**config.mk**
```make
export PLATFORM = sky130hd
export DESIGN_NAME = usb_ep_dma
export DESIGN_NICKNAME = d
export VERILOG_FILES = /design/src/rtl/usb_ep_dma.sv
export SDC_FILE = /design/constraint.sdc
export NUM_CORES = 1
export LEC_CHECK = 0
export BUFFER_PORTS_ARGS = -buffer_cell sky130_fd_sc_hd__buf_2
export CORE_MARGIN = 1
export CORE_UTILIZATION = 50
export CTS_BUF_LIST = sky130_fd_sc_hd__clkbuf_8
export DETAILED_ROUTE_END_ITERATION = 10
export PLACE_DENSITY = 0.85
export SKIP_CTS_REPAIR_TIMING = 1
export SLEW_MARGIN = 20
export SYNTH_ARGS = -nofsm -noshare
export SYNTH_HDL_FRONTEND = slang
export SYNTH_SLANG_ARGS = --single-unit
```
**constraint.sdc**
```tcl
create_clock -name clk -period 4.53 [get_ports clk]
set_input_delay 0.6795 -clock clk [delete_from_list [all_inputs] [get_ports clk]]
set_output_delay 0.6795 -clock clk [all_outputs]
set_load 0.02 [all_outputs]
```
**src/rtl/usb_ep_dma.sv**
```systemverilog
module usb_ep_dma #(
  parameter int AW  = 32,
  parameter int CW  = 16,
  parameter int LW  = 12,
  parameter int EPW = 4,
  parameter int PW  = 11
) (
  input  logic          clk,
  input  logic          rst_n,
  input  logic          cfg_we,
  input  logic [1:0]    cfg_sel,
  input  logic [31:0]   cfg_wdata,
  output logic [31:0]   cfg_rdata,
  output logic          irq,
  output logic          bus_req,
  input  logic          bus_gnt,
  output logic          mem_valid,
  input  logic          mem_ready,
  output logic          mem_write,
  output logic [AW-1:0] mem_addr,
  output logic [1:0]    mem_size,
  output logic [4:0]    mem_len,
  output logic [EPW-1:0] mem_ep,
  output logic [31:0]   mem_wdata,
  input  logic [31:0]   mem_rdata,
  input  logic [LW-1:0] fifo_level,
  input  logic          src_valid,
  output logic          src_ready,
  input  logic [31:0]   src_data,
  output logic          snk_valid,
  input  logic          snk_ready,
  output logic [31:0]   snk_data,
  output logic [3:0]    snk_keep
);

  localparam int BIT_GO  = 0;
  localparam int BIT_DIR = 1;
  localparam int BIT_MUL = 2;
  localparam int BIT_IEN = 3;
  localparam int EP_LSB  = 4;
  localparam int PK_LSB  = 8;

  typedef enum logic [2:0] {S_IDLE, S_ARB, S_FETCH, S_BUS, S_PUSH} st_t;

  st_t           st;
  logic          dir_q, multi_q, ien_q;
  logic [EPW-1:0] ep_q;
  logic [PW-1:0] pkt_cfg_q;
  logic [CW-1:0] pkt_q;
  logic [AW-1:0] addr_q;
  logic [CW-1:0] cnt_q;
  logic          done_q, err_q;
  logic [1:0]    size_q;
  logic [4:0]    len_q, beats_q;
  logic [31:0]   hold_q, rhold_q;

  logic [CW-1:0] xfer_left;
  logic [4:0]    pick_len;
  logic [1:0]    pick_size;
  logic [6:0]    pick_bytes;
  logic [2:0]    nb;
  logic          lvl_ok, busy, beat_done, last_beat, xfer_end;
  logic          go_req, bad_start;

  assign busy      = (st != S_IDLE);
  assign xfer_left = multi_q ? cnt_q : ((cnt_q < pkt_q) ? cnt_q : pkt_q);

  always_comb begin
    pick_len  = 5'd1;
    pick_size = 2'd2;
    if (xfer_left >= CW'(64))      pick_len = 5'd16;
    else if (xfer_left >= CW'(32)) pick_len = 5'd8;
    else if (xfer_left >= CW'(16)) pick_len = 5'd4;
    else if (xfer_left >= CW'(4))  pick_len = 5'd1;
    else if (xfer_left >= CW'(2))  pick_size = 2'd1;
    else                           pick_size = 2'd0;
  end

  assign pick_bytes = (pick_size == 2'd2) ? {pick_len, 2'b00} :
                      (pick_size == 2'd1) ? 7'd2 : 7'd1;
  assign lvl_ok     = fifo_level >= LW'(pick_bytes);
  assign nb         = (size_q == 2'd2) ? 3'd4 : (size_q == 2'd1) ? 3'd2 : 3'd1;
  assign last_beat  = (beats_q == 5'd1);
  assign xfer_end   = last_beat && (xfer_left == CW'(nb));
  assign beat_done  = (st == S_BUS && mem_ready && !dir_q) ||
                      (st == S_PUSH && snk_ready);

  assign go_req    = cfg_we && (cfg_sel == 2'd0) && cfg_wdata[BIT_GO] && !busy;
  assign bad_start = (addr_q[1:0] != 2'b00) ||
                     (!cfg_wdata[BIT_MUL] && (cfg_wdata[PK_LSB +: PW] == '0));

  assign bus_req   = (st == S_ARB && lvl_ok) || st == S_FETCH || st == S_BUS || st == S_PUSH;
  assign mem_valid = (st == S_BUS);
  assign mem_write = !dir_q;
  assign mem_addr  = addr_q;
  assign mem_size  = size_q;
  assign mem_len   = len_q;
  assign mem_ep    = ep_q;
  assign mem_wdata = hold_q << {addr_q[1:0], 3'b000};
  assign src_ready = (st == S_FETCH);
  assign snk_valid = (st == S_PUSH);
  assign snk_data  = rhold_q;
  assign snk_keep  = (size_q == 2'd2) ? 4'b1111 : (size_q == 2'd1) ? 4'b0011 : 4'b0001;
  assign irq       = done_q && ien_q;

  always_comb begin
    case (cfg_sel)
      2'd0:    cfg_rdata = 32'({pkt_cfg_q, ep_q, ien_q, multi_q, dir_q, 1'b0});
      2'd1:    cfg_rdata = 32'(addr_q);
      2'd2:    cfg_rdata = 32'(cnt_q);
      default: cfg_rdata = {29'd0, busy, err_q, done_q};
    endcase
  end

  always_ff @(posedge clk or negedge rst_n) begin
    if (!rst_n) begin
      st        <= S_IDLE;
      dir_q     <= 1'b0;
      multi_q   <= 1'b0;
      ien_q     <= 1'b0;
      ep_q      <= '0;
      pkt_cfg_q <= '0;
      pkt_q     <= '0;
      addr_q    <= '0;
      cnt_q     <= '0;
      done_q    <= 1'b0;
      err_q     <= 1'b0;
      size_q    <= 2'd0;
      len_q     <= 5'd1;
      beats_q   <= 5'd0;
      hold_q    <= '0;
      rhold_q   <= '0;
    end else begin
      if (cfg_we && cfg_sel == 2'd3) begin
        if (cfg_wdata[0]) done_q <= 1'b0;
        if (cfg_wdata[1]) err_q  <= 1'b0;
      end
      if (cfg_we && !busy && cfg_sel == 2'd1) addr_q <= cfg_wdata[AW-1:0];
      if (cfg_we && !busy && cfg_sel == 2'd2) cnt_q  <= cfg_wdata[CW-1:0];
      if (cfg_we && !busy && cfg_sel == 2'd0) begin
        dir_q     <= cfg_wdata[BIT_DIR];
        multi_q   <= cfg_wdata[BIT_MUL];
        ien_q     <= cfg_wdata[BIT_IEN];
        ep_q      <= cfg_wdata[EP_LSB +: EPW];
        pkt_cfg_q <= cfg_wdata[PK_LSB +: PW];
        pkt_q     <= CW'(cfg_wdata[PK_LSB +: PW]);
      end
      if (go_req) begin
        done_q <= 1'b0;
        err_q  <= 1'b0;
        if (bad_start)          err_q  <= 1'b1;
        else if (cnt_q == '0)   done_q <= 1'b1;
        else                    st     <= S_ARB;
      end

      case (st)
        S_ARB: if (lvl_ok && bus_gnt) begin
          size_q  <= pick_size;
          len_q   <= pick_len;
          beats_q <= pick_len;
          st      <= dir_q ? S_BUS : S_FETCH;
        end
        S_FETCH: if (src_valid) begin
          hold_q <= src_data;
          st     <= S_BUS;
        end
        S_BUS: if (mem_ready && dir_q) begin
          rhold_q <= mem_rdata >> {addr_q[1:0], 3'b000};
          st      <= S_PUSH;
        end
        default: ;
      endcase

      if (beat_done) begin
        addr_q  <= addr_q + AW'(nb);
        cnt_q   <= cnt_q - CW'(nb);
        if (!multi_q) pkt_q <= pkt_q - CW'(nb);
        beats_q <= beats_q - 5'd1;
        if (xfer_end) begin
          done_q <= 1'b1;
          st     <= S_IDLE;
        end else if (last_beat) st <= S_ARB;
        else                    st <= dir_q ? S_BUS : S_FETCH;
      end
    end
  end

  AST_WORD_ALIGN: assert property (@(posedge clk) disable iff (!rst_n)
    mem_valid && mem_size == 2'd2 |-> mem_addr[1:0] == 2'b00);
  AST_BURST_WORD: assert property (@(posedge clk) disable iff (!rst_n)
    mem_valid && mem_len != 5'd1 |-> mem_size == 2'd2);
  AST_BEAT_HOLD: assert property (@(posedge clk) disable iff (!rst_n)
    mem_valid && !mem_ready |=> mem_valid && $stable(mem_addr) && $stable(mem_size) && $stable(mem_len) && $stable(mem_wdata));
  AST_REQ_COVERS_BEAT: assert property (@(posedge clk) disable iff (!rst_n)
    mem_valid |-> bus_req);
  AST_NO_UNDERFLOW: assert property (@(posedge clk) disable iff (!rst_n)
    beat_done |-> cnt_q >= CW'(nb));
  AST_DONE_QUIET: assert property (@(posedge clk) disable iff (!rst_n)
    done_q |-> !mem_valid && !snk_valid && !src_ready);
  AST_ERR_IDLE: assert property (@(posedge clk) disable iff (!rst_n)
    err_q |-> !bus_req && !mem_valid);

endmodule

```
==> metrics <==
status=complete, but fails checks; violated checks=negative setup slack; main combinational cell family by area after synthesis=simple AND/OR/NAND/NOR gates; clk slew on worst S/H paths=0.10 ns; # fillers=1,590; Port-buffer cells=263; internal power=4.609 mW; Largest stage delay, worst path=0.38 ns; CTS tree=yes; Sw Ratio=47.66%; number of buffers created by CTS=17; Clock Power Share=13.3%; Psw=4.197 mW; Initial Utilization=50.91%; sequential share of power=30.9%; initial antenna violation count=1; Tcrit/Tclk final=108.8%; crit path cell chain=inv_1 -> ha_1 -> and4_4 -> nand2_4 -> a2111o_1 -> a31oi_4 -> mux2i_2 -> nor2_1 -> inv_1 -> ha_4 -> ha_4 -> nand2b_4 -> a21oi_2 -> nor2b_1 -> o31a_1 -> o21ai_1 -> a21boi_1 -> o21ai_1 -> a21oi_1 -> buf_4; average wire per standard cell=19.26 um; Antenna Violating Nets Remaining=0; row count=51; final hold vios=0; number of global-route vias before repair=9,478; maximum VDD drop=330.0 uV; H-tree levels=4; syn avg cell area=8.768 um^2; DRC viols=0; Post-Synth Adder-Cell Area=5.152%; fmax=0.2029 GHz; Synth Area in XOR/XNOR=0.1768%; Core ar.=19,460 um^2; Detailed Route WL=32,670 um; IO Count=266; RSZ-0062 raised after global routing=true; post-layout util=63.92%; Tot Pwr=8.807 mW; worst-margin pin slew=1.111 ns; sequential area share after synthesis=40.93%; P_leak=5.997 nW; minimum clock period=4.929 ns; mux cell area share after synthesis=10.47%; clock skew=0.01557 ns; Slew headroom=25.64%; Placed Cells=1,654; Gate power share=55.8%; startpoint types=register; Storage cell area=4058 um^2; r2r worst-path depth=14; Fin Hold WS=0.2567 ns; 1st-iter DRT viols=706; first-pass iteration count of the detailed router=5; Setup crit end kind=output pin; Placed Instance Area=11,800 um^2; final worst slack=-0.3987 ns; final setup fails=1; Slowest cell on crit path=dfrtp_1; non-filler cells, final=1,696; first-pass GRT wire length=49,940 um; Worst EP arrival=4.25 ns; reg2reg end=beats_q[3]; Tot GR Track Use=31.71%; top_reg_cell synth=dfrtp_1; Clock Path Buffers=2; synth warn=0; CP delay by family, top=compound AO/OA/AOI/OAI gates; crit path kind=reg2out; Worst path depth=20; root buffer cell=clkbuf_8; DR vias/cell=5.945; Worst Path Required=3.85 ns; gr ovfl total=0; Worst Path Max Fanout=4; worst skew pair latency=0.46 ns; most frequent cells in the layout=261 x buf_2, 180 x nand2_1, 159 x dfrtp_1, 91 x nor2_1, 79 x o21ai_0; CTS sink count=162; reg2reg setup slack=0.28 ns; chip height=142.8 um; Critical path buffers and inverters=3; DR vias=10.08k; Power Density=707.9 nW/um^2; largest net degree at the start of global routing=88; TNS Setup=-0.3987 ns; Syn Nets=1,286; hold crit path type=in2async; FF-to-FF Start=cnt_q[11]; GP Congestion=0.9862; Yosys reg bits=162; DP Worst Slack=0.02583 ns; synthesized area=9908 um^2; Die Area=20,380 um^2; post-DP HPWL=23,860 um; compound-gate portion of the synthesized area=17.01%; Final Max Slew Viols=0; Synth async-reset ratio=100.0%; area of the multi-input gates=5610 um^2; post-synthesis simple-gate area fraction=22.04%; Layout area overhead=25.56%; commonest non-fill, non-tap cell in the layout=buf_2; Max Cap Viol=0; final net count=1,572; DIE WIDTH=142.8 um; design area=12,440 um^2; Netlist cell types=68; Post-synth EDFFs=0; Cells after Synth=1,130; layout cell share with drive strength beyond 1=31.35%
## worst register-to-register path: stages, from the launching register on
cell      delay, ns
dfrtp_1        0.42
buf_4          0.16
or2_2          0.28
or4_1          0.47
nor3_1         0.54
nor4bb_1       0.47
a41o_1         0.24
nand2_1        0.09
ha_1           0.27
o31a_1         0.13
o21ai_1        0.08
a21oi_1        0.52
buf_4          0.27
nand3b_1       0.11
o211ai_1       0.09
## sequential cells by signal, indices dropped and copies added, names as in the netlist, 2 cells and up
register	count
mem_addr	32
hold_q	32
pkt_q	16
beats_q	5
mem_len	4
mem_size	2
pkt_cfg_q	11
snk_data	32
st	3
cnt_q	16
mem_ep	4
## cell usage after synthesis (3+ instances only)
| library cell | count | area [um^2] |
|---|---|---|
| and4_1 | 5 | 43.79 |
| o41ai_1 | 3 | 26.28 |
| nand2_1 | 181 | 679.4 |
| o22ai_1 | 8 | 50.05 |
| nor4_1 | 7 | 43.79 |
| o221a_2 | 4 | 45.04 |
| ha_1 | 36 | 450.4 |
| clkbuf_1 | 54 | 202.7 |
| and3_1 | 9 | 56.30 |
| nor2_1 | 91 | 341.6 |
| a21o_1 | 3 | 22.52 |
| dfrtp_1 | 161 | 4029 |
| a21oi_1 | 73 | 365.4 |
| and2_1 | 25 | 156.4 |
| fa_1 | 3 | 60.06 |
| nor3b_1 | 4 | 30.03 |
| o21a_1 | 3 | 22.52 |
| o31ai_1 | 8 | 60.06 |
| inv_1 | 39 | 146.4 |
| nand3_1 | 29 | 145.1 |
| a211o_1 | 3 | 26.28 |
| nand3b_1 | 3 | 22.52 |
| o311ai_0 | 13 | 113.9 |
| a221o_1 | 4 | 40.04 |
| mux2_2 | 41 | 461.7 |
| nor3_2 | 3 | 30.03 |
| a211oi_1 | 25 | 187.7 |
| o211ai_1 | 10 | 75.07 |
| or3_1 | 13 | 81.33 |
| nor3_1 | 26 | 130.1 |
| mux2i_1 | 53 | 530.5 |
| nor2b_1 | 26 | 162.7 |
| a311oi_1 | 5 | 43.79 |
| or4_1 | 6 | 45.04 |
| o21ai_0 | 81 | 405.4 |
| buf_1 | 8 | 30.03 |
| a31oi_1 | 6 | 37.54 |
| nand2b_1 | 8 | 50.05 |
| nand4_1 | 11 | 68.82 |
| buf_4 | 3 | 22.52 |
## worst max-delay path by stage
stage | start | slack, ns | endpoint
floorplan | pkt_q[14] | 0.02 | bus_req
global placement | pkt_q[14] | 0.09 | bus_req
detailed placement | pkt_q[5] | 0.03 | bus_req
CTS | pkt_q[5] | -0.51 | bus_req
global route | pkt_q[13] | -0.60 | bus_req
finish | pkt_q[13] | -0.40 | bus_req
## layout make-up
cell class              count  share of cell area [%]
flip-flops and latches    162                   32.62
diodes                      2                 0.04023
clock inverters            15                   1.589
well taps                 265                   2.665
inverters                  39                   1.177
clock buffers              17                   1.881
multi-input cells         862                   45.10
repair buffers            334                   14.94
## routing by layer
layer / vias to the layer above / part of all wire, % / track usage, %
li1: 4614 / - / -
met1: 4758 / 40 / 39.84
met2: 574 / 46 / 50.83
met3: 137 / 9.1 / 6.372
met4: 0 / 5.2 / 18.45
met5: - / 0 / 0
## logic make-up (layout without fill, tap and decap cells)
group           after synthesis  count (layout)
xor+xnor                      2               2
buf+inv                     106             405
fa+ha+maj                    39              39
other cells                   2               4
mux                          96              96
simple gates                456             456
flops                       162             162
compound gates              267             267
## power groups by stage
stage                     clock [mW]  sequential, mW  combinational, mW
final                           1.17            2.72               4.92
after global routing            1.24            2.81               5.35
after CTS                       1.18            2.70               4.78
after detailed placement           0            2.72               4.76
after global placement             0            2.68               4.65
after floorplan                    0            3.00               2.72
No activity file was read; power rests on OpenSTA's default activity.
